[config.mk]
export PLATFORM = sky130hd
export DESIGN_NAME = cyc_wait_ctrl
export DESIGN_NICKNAME = d
export VERILOG_FILES = /design/src/rtl/cwc_pkg.sv /design/src/rtl/cwc_regfile.sv /design/src/rtl/cwc_wait_calc.sv /design/src/rtl/cwc_wait_timer.sv /design/src/rtl/cyc_wait_ctrl.sv
export SDC_FILE = /design/constraint.sdc
export NUM_CORES = 1
export LEC_CHECK = 0
export BUFFER_PORTS_ARGS = -buffer_cell sky130_fd_sc_hd__clkbuf_2
export CAP_MARGIN = 40
export CORE_MARGIN = 3
export CORE_UTILIZATION = 59
export CTS_CLUSTER_SIZE = 25
export DETAILED_ROUTE_END_ITERATION = 7
export PLACE_DENSITY = 0.87
export SLEW_MARGIN = 20
export SYNTH_ARGS = -nofsm -noshare
export SYNTH_HDL_FRONTEND = slang
export SYNTH_SLANG_ARGS = --single-unit
[constraint.sdc]
create_clock -name clk -period 7.18 [get_ports clk]
set_input_delay 1.795 -clock clk [delete_from_list [all_inputs] [get_ports clk]]
set_output_delay 1.795 -clock clk [all_outputs]
set_load 0.01 [all_outputs]
[src/rtl/cwc_pkg.sv]
package cwc_pkg;
  typedef enum logic [2:0] {
    CYC_MEM   = 3'd0,
    CYC_IO    = 3'd1,
    CYC_FETCH = 3'd2,
    CYC_VEC   = 3'd3,
    CYC_ACK   = 3'd4,
    CYC_RETI  = 3'd5,
    CYC_NONE6 = 3'd6,
    CYC_NONE7 = 3'd7
  } cyc_kind_t;

  localparam int REG_WAIT   = 0;
  localparam int REG_MBOUND = 1;
  localparam int REG_CBOUND = 2;
  localparam int REG_MISC   = 3;
endpackage

[src/rtl/cwc_regfile.sv]
module cwc_regfile #(
  parameter int DW = 8,
  parameter int NREG = 4,
  parameter logic [7:0] PTR_ADDR = 8'hEE,
  parameter logic [7:0] DATA_ADDR = 8'hEF
) (
  input  logic          clk,
  input  logic          rst,
  input  logic [7:0]    io_addr,
  input  logic          io_wr,
  input  logic          io_rd,
  input  logic [DW-1:0] io_wdata,
  output logic [DW-1:0] io_rdata,
  output logic [DW-1:0] reg_wait,
  output logic [DW-1:0] reg_mbound,
  output logic [DW-1:0] reg_cbound,
  output logic [DW-1:0] reg_misc
);
  localparam int IDX_W = (NREG > 1) ? $clog2(NREG) : 1;

  logic [DW-1:0] ptr_q;
  logic [DW-1:0] regs_q [NREG];
  logic          ptr_ok;
  logic [IDX_W-1:0] sel;
  logic          hit_ptr, hit_data;

  assign ptr_ok   = (ptr_q < DW'(NREG));
  assign sel      = ptr_q[IDX_W-1:0];
  assign hit_ptr  = (io_addr == PTR_ADDR);
  assign hit_data = (io_addr == DATA_ADDR);

  always_ff @(posedge clk) begin
    if (rst) ptr_q <= '0;
    else if (io_wr && hit_ptr) ptr_q <= io_wdata;
  end

  for (genvar g = 0; g < NREG; g++) begin : g_reg
    always_ff @(posedge clk) begin
      if (rst) regs_q[g] <= '0;
      else if (io_wr && hit_data && ptr_ok && (sel == IDX_W'(g)))
        regs_q[g] <= io_wdata;
    end
  end

  always_ff @(posedge clk) begin
    if (rst) io_rdata <= '0;
    else if (io_rd && hit_ptr) io_rdata <= ptr_q;
    else if (io_rd && hit_data) io_rdata <= ptr_ok ? regs_q[sel] : '1;
    else io_rdata <= '0;
  end

  assign reg_wait   = regs_q[cwc_pkg::REG_WAIT];
  assign reg_mbound = regs_q[cwc_pkg::REG_MBOUND];
  assign reg_cbound = regs_q[cwc_pkg::REG_CBOUND];
  assign reg_misc   = regs_q[cwc_pkg::REG_MISC];


  reset_clear_chk: assert property (@(posedge clk)
    rst |=> (ptr_q == '0 && reg_wait == '0 && reg_misc == '0));


  ptr_load_chk: assert property (@(posedge clk) disable iff (rst)
    (io_wr && hit_ptr) |=> (ptr_q == $past(io_wdata)));


  data_store_chk: assert property (@(posedge clk) disable iff (rst)
    (io_wr && hit_data && ptr_ok) |=> (regs_q[$past(sel)] == $past(io_wdata)));


  bad_ptr_hold_chk: assert property (@(posedge clk) disable iff (rst)
    (io_wr && hit_data && !ptr_ok) |=>
      ($stable(reg_wait) && $stable(reg_mbound) && $stable(reg_cbound) && $stable(reg_misc)));
endmodule

[src/rtl/cwc_wait_calc.sv]
module cwc_wait_calc #(
  parameter int DW = 8,
  parameter int CNT_W = 3
) (
  input  logic [DW-1:0]    wcr,
  input  logic [2:0]       cyc_type,
  output logic [CNT_W-1:0] n_waits
);
  import cwc_pkg::*;

  logic [3:0] io_n, mem_n, fetch_n, vec_n, ack_n, reti_n, sel_n;
  logic [1:0] chain;

  assign chain   = wcr[7:6];
  assign io_n    = {1'b0, wcr[1:0], 1'b0};
  assign mem_n   = {2'b00, wcr[3:2]};
  assign fetch_n = mem_n + {3'b000, wcr[4]};
  assign vec_n   = {3'b000, wcr[5]};
  assign ack_n   = {1'b0, chain, 1'b0};
  assign reti_n  = (chain == 2'd0) ? 4'd0 : {1'b0, chain - 2'd1, 1'b0};

  always_comb begin
    unique case (cyc_kind_t'(cyc_type))
      CYC_MEM:   sel_n = mem_n;
      CYC_IO:    sel_n = io_n;
      CYC_FETCH: sel_n = fetch_n;
      CYC_VEC:   sel_n = vec_n;
      CYC_ACK:   sel_n = ack_n;
      CYC_RETI:  sel_n = reti_n;
      default:   sel_n = 4'd0;
    endcase
  end

  assign n_waits = CNT_W'(sel_n);
endmodule

[src/rtl/cwc_wait_timer.sv]
module cwc_wait_timer #(
  parameter int CNT_W = 3
) (
  input  logic             clk,
  input  logic             rst,
  input  logic             start,
  input  logic [CNT_W-1:0] n_in,
  output logic             busy
);
  logic [CNT_W-1:0] cnt_q;

  always_ff @(posedge clk) begin
    if (rst) begin
      cnt_q <= '0;
      busy  <= 1'b0;
    end else if (start) begin
      cnt_q <= n_in;
      busy  <= (n_in != '0);
    end else if (cnt_q != '0) begin
      cnt_q <= cnt_q - 1'b1;
      busy  <= (cnt_q > CNT_W'(1));
    end
  end


  reload_chk: assert property (@(posedge clk) disable iff (rst)
    start |=> (cnt_q == $past(n_in)));


  count_down_chk: assert property (@(posedge clk) disable iff (rst)
    (!start && cnt_q != '0) |=> (cnt_q == $past(cnt_q) - 1'b1));


  idle_quiet_chk: assert property (@(posedge clk) disable iff (rst)
    (!start && cnt_q == '0) |=> !busy);
endmodule

[src/rtl/cyc_wait_ctrl.sv]
module cyc_wait_ctrl #(
  parameter int DW = 8,
  parameter int NREG = 4,
  parameter int CNT_W = 3,
  parameter logic [7:0] PTR_ADDR = 8'hEE,
  parameter logic [7:0] DATA_ADDR = 8'hEF
) (
  input  logic          clk,
  input  logic          rst,
  input  logic [7:0]    io_addr,
  input  logic          io_wr,
  input  logic          io_rd,
  input  logic [DW-1:0] io_wdata,
  output logic [DW-1:0] io_rdata,
  input  logic          cyc_start,
  input  logic [2:0]    cyc_type,
  output logic          wait_out,
  output logic [DW-1:0] mem_bound,
  output logic [DW-1:0] cs_bound,
  output logic          cs0_en,
  output logic          cs1_en,
  output logic          reset_out_en,
  output logic          clk_div1
);
  logic [DW-1:0]    reg_wait, reg_misc;
  logic [CNT_W-1:0] n_waits;

  cwc_regfile #(.DW(DW), .NREG(NREG), .PTR_ADDR(PTR_ADDR), .DATA_ADDR(DATA_ADDR)) u_regs (
    .clk(clk), .rst(rst), .io_addr(io_addr), .io_wr(io_wr), .io_rd(io_rd),
    .io_wdata(io_wdata), .io_rdata(io_rdata), .reg_wait(reg_wait),
    .reg_mbound(mem_bound), .reg_cbound(cs_bound), .reg_misc(reg_misc)
  );

  cwc_wait_calc #(.DW(DW), .CNT_W(CNT_W)) u_calc (
    .wcr(reg_wait), .cyc_type(cyc_type), .n_waits(n_waits)
  );

  cwc_wait_timer #(.CNT_W(CNT_W)) u_timer (
    .clk(clk), .rst(rst), .start(cyc_start), .n_in(n_waits), .busy(wait_out)
  );

  assign cs0_en       = reg_misc[0];
  assign cs1_en       = reg_misc[1];
  assign reset_out_en = ~reg_misc[3];
  assign clk_div1     = reg_misc[4];


  misc_reset_level_chk: assert property (@(posedge clk)
    rst |=> (reset_out_en && !clk_div1 && !cs0_en && !cs1_en));
endmodule

# Word-level counts from Yosys, hierarchy flattened
# Memories as Yosys holds them, arrays and structs flattened. A register that Yosys moved wholly into a read port is not among the register bits.
# Index checks and enable logic that the tools add are counted.
dict set report totals {
  register_bits 20
  ramBits 32
  inputBits 24
  out_inout_bits 29
  wordCells 69
  n_memories 1
}
dict set report classes {
  addsub 3
  magnitude_cmp 2
  n_eq_ne 10
  mux 29
  bitwise 5
  n_reduce_logical 15
}
# name words word_bits read_ports rd_clocked_by_memory_dff wr line_no
set memory_table {}
lappend memory_table {u_regs.regs_q 4 8 5 1 4 cwc_regfile.sv:22} ;# logic [DW-1:0] regs_q [NREG];
# cell count
set ops {}
lappend ops {{$mux W8} 7}
lappend ops {{$pmux W3 S6} 1}
lappend ops {{$eq A8 B8 Y1 const B} 2}
lappend ops {{$mux W1} 16}
lappend ops {{$logic_and A1 B1 Y1} 9}
lappend ops {{$mux W3} 3}
lappend ops {{$lt A8 B3 Y1 const B} 1}
lappend ops {{$eq A3 B2 Y1 const B} 2}
lappend ops {{$eq A3 B3 Y1 const B} 2}
lappend ops {{$reduce_bool A3 Y1} 2}
lappend ops {{$eq A2 B2 Y1 const B} 2}
lappend ops {{$logic_not A2 Y1} 2}
lappend ops {{$mux W2} 2}
lappend ops {{$or A1 B1 Y1} 4}
lappend ops {{$add A2 B1 Y3} 1}
lappend ops {{$eq A3 B1 Y1 const B} 1}
lappend ops {{$gt A3 B1 Y1 const B} 1}
lappend ops {{$logic_not A3 Y1} 1}
lappend ops {{$sub A3 B1 Y3 const B} 1}
lappend ops {{$eq A2 B1 Y1 const B} 1}
lappend ops {{$reduce_bool A2 Y1} 1}
lappend ops {{$sub A2 B1 Y2 const B} 1}
lappend ops {{$not A1 Y1} 1}

# Longest topological paths before layout
dict set report logic_depth {
  depth_word 8
  ltp_mapped 6
  depth_no_buf 6
}

# By module
# Synthesis repeated with hierarchy kept, for this count alone.
dict set report hier_totals {
  cells_unflattened 224
  area_unflattened_um2 2653.8
}
# mod instances cells_each area_per_inst_um2
set modules_own_cells {}
lappend modules_own_cells {cwc_regfile 1 174 2200.9}
lappend modules_own_cells {cwc_wait_timer 1 29 286.5}
lappend modules_own_cells {cwc_wait_calc 1 20 162.7}
lappend modules_own_cells {cyc_wait_ctrl 1 1 3.8}

# Worst setup path before layout
# OpenSTA, ideal clock, no wires.
dict set report synth_timing {
  path_type {input port to flip-flop}
  from {in io_wr}
  to {mem u_regs.regs_q[0][0], enable pin}
  setup_ps 398
  arrival_ps 3397
  slack_ps 3385
  stages 4
  n_path_buf 1
  cell_sequence {inv_1 -> or4_1 -> buf_6 -> o41ai_1}
}
# item line_no
set synth_lines {}
lappend synth_lines {{start: declaration} cyc_wait_ctrl.sv:11} ;# input logic io_wr,
lappend synth_lines {{end: declaration} cwc_regfile.sv:22}

==> results.toml <==
[power]
power.total_mw = 0.6374
p_per_area_nw_per_um2 = 207.5
leakage_nw = 1.227
ir_worst_vdd_v = 0.0002450

[final_layout]
fillerInstances = 283
drive_gt1_share_pct = 31.60
seq_area_um2 = 1401
fin_util_pct = 74.12
fin_nets = 297
num_antenna_cells = 0
multi_input_area_um2 = 1127
area_growth_pct = 17.02

[floorplan]
die_w_um = 72.70
start_util_pct = 63.35
die-area_um2 = 5285
io_pins = 53
rows = 23
die_h_um = 72.70
core-area_um2 = 4144

[status]
run_status = "finished, final reports clean"

[clocking]
cts_root_buf = "clkbuf_8"
cts.clk_slew.worst_paths_ns = 0.09
clock_latency_ns = 0.31
htree_levels = 2
cts_resized = 0
clock_path_buffers = 2
cts_tree = "yes"
postCtsSetupRepairBufs = 0
hold_buffers = 0
cts_inserted_buffers = 5
cts_sinks = 54

[critical_path]
crit_start = "io_wr"
max_stage_delay_ns = 0.66
cpMaxStageDelayCell = "or4_1"
reg2reg_from = "u_regs.ptr_q[5]"
arrival_ns = 3.51
crit_cells = 5
path_max_fanout = 6
reg2regPathDepth = 4
cp-start-kind = "input pin"
path_buf_inv = 3
path_delay_family = "simple AND/OR/NAND/NOR gates"
cp_cell_sequence = "clkbuf_2, inv_1, or4_1, o41ai_2, buf_4"
required_ns = 7.21
cp-end-kind = "flop"
worstSetupPathType = "in2reg"

[placement]
gp_congestion = 0.9321
numPortBuffers = 52
dp_hpwl_um = 4513

[worst_hold_path]
hold_depth = 2
hold_path_startpoint = "u_regs.ptr_q[5]"
hold_class = "reg2reg"

[global_routing]
use_met2_pct = 42.69
grt_pass1_wl_um = 9894
grt_pass1_vias = 1934
grt_overflow = 0
antenna_found_initial = 0
grt_max_degree = 25
grtUsageTotal_pct = 25.24
grt.met1_usage_pct = 30.20
gr-usage-met3_pct = 6.749
grt-busiest-layer = "met2"

[detailed_routing]
drc = 0
viasPerCell = 6.245
wirelength_um = 6199
wl_per_cell_um = 19.43
drt_pass1_iterations = 4
final_antenna_net_count = 0
vias = 1992
drtIter0Drc = 144

[logic_synthesis]
synth_cell_types = 41
syn_avg_cell_area_um2 = 12.15
synthFlopType = "edfxtp_1"
syn_nets = 245
synthArstFlopShare_pct = 0
synth-seq-area-share_pct = 53.38
ys_seq_elements = 54
yosysWarningCount = 0
syn_inst = 216
synth_edf_count = 32
synthesis.area_um2 = 2625

[timing]
tightest_slew_ns = 0.8495
rsz0062_at_grt = "no"
min_period_over_period_pct = 48.43
max_freq_ghz = 0.2876
period_needed_ns = 3.477
report.final.slew_viol_count = 0
slew-limit-headroom_pct = 43.03
setup_viol = 0
final.setup_skew_ns = 0.01038
tns_ns = 0
finalHoldViolCount = 0

[job]
drv_cap = 0
[synth_stat cells, types with 4 or more instances]
cell type | count | share of area [%]
clkbuf_1 | 9 | 1.3
and2_1 | 8 | 1.9
dfxtp_1 | 22 | 17
inv_1 | 9 | 1.3
a21oi_1 | 11 | 2.1
nand3b_1 | 4 | 1.1
nand2_1 | 10 | 1.4
edfxtp_1 | 32 | 37
o21ai_0 | 11 | 2.1
mux2i_1 | 9 | 3.4
mux4_2 | 8 | 6.9
and4_1 | 17 | 5.7
and3_1 | 5 | 1.2
ha_1 | 5 | 2.4
nor2_1 | 12 | 1.7
and4_2 | 4 | 1.5
[layout by cell type, fill, tap and decap left out, types with 2 or more instances in the layout]
cell type / n
buf_4: 4
inv_1: 9
o21ai_0: 11
nand3b_1: 4
and4_1: 17
mux4_2: 8
bufinv_16: 2
and3_1: 5
edfxtp_1: 32
nand2_1: 10
nor2b_1: 2
nand2b_1: 2
a31oi_1: 2
ha_1: 5
dfxtp_1: 22
clkbuf_8: 6
and2_1: 8
a21oi_1: 11
nor3b_1: 2
o41ai_1: 2
and4_2: 4
or4_1: 2
and4b_1: 2
o31ai_1: 2
clkbuf_2: 53
nor2_1: 12
nand3_1: 3
mux2i_1: 9
[flip-flops by register name (all words and copies together), names as in the netlist, named ones only]
signal and count:
u_regs.io_rdata 8, u_timer.cnt_q 3, u_regs.regs_q 32, u_regs.ptr_q 8
u_timer.busy 1
[cell type report]
| type | instances | area share, % |
|---|---|---|
| clock buffer | 6 | 2.688 |
| clock inverter | 2 | 1.955 |
| inverter | 9 | 1.100 |
| multi-input combinational | 139 | 36.70 |
| sequential | 54 | 45.62 |
| tap | 50 | 2.037 |
| timing repair buffer | 59 | 9.898 |
[per-layer routing]
metal  share of wire, %  wire, µm
met5                  0         0
met2                 52      3213
met1                 39      2425
met3                7.0       435
met4                2.0       124
[cells by family after synthesis]
family	synth area share, %
multiplexers	10.30
adder cells (fa/ha/maj)	2.383
buffers and inverters	4.147
AO/OA/AOI/OAI	7.483
AND/OR/NAND/NOR	21.64
XOR/XNOR	0.6674
flip-flops	53.38
[path summary, 6_finish.rpt]
path,to,slack (ns)
worst max-delay path,u_regs.regs_q[2][7],3.70
worst max register to register,u_regs.regs_q[2][7],4.44
worst min-delay path,u_regs.io_rdata[5],0.51
worst min register to register,u_regs.io_rdata[5],0.51
[power breakdown]
group          internal, mW  leakage (nW)  switching (mW)
logic                0.0215         0.644          0.0293
clock network         0.149        0.0714          0.0972
registers             0.335         0.511         0.00583
total                 0.505          1.23           0.132
[worst min-delay path: stages, from the launching register on]
cell and delay [ns]:
dfxtp_1 0.35, nand2_1 0.07, a21oi_1 0.05
[metrics by stage]
stage	instance area [µm²]	instances	hold WS [ns]	setup WS, ns
3_3_place_gp	2895	306	0.4727	3.191
4_1_cts	3067	318	0.5107	3.741
5_1_grt	3072	319	0.5352	3.672
2_1_floorplan	2625	216	0.4387	3.385
3_5_place_dp	2924	310	0.4731	3.419
6_report	3072	319	0.5114	3.703
Power figures use the tool's default switching activity.
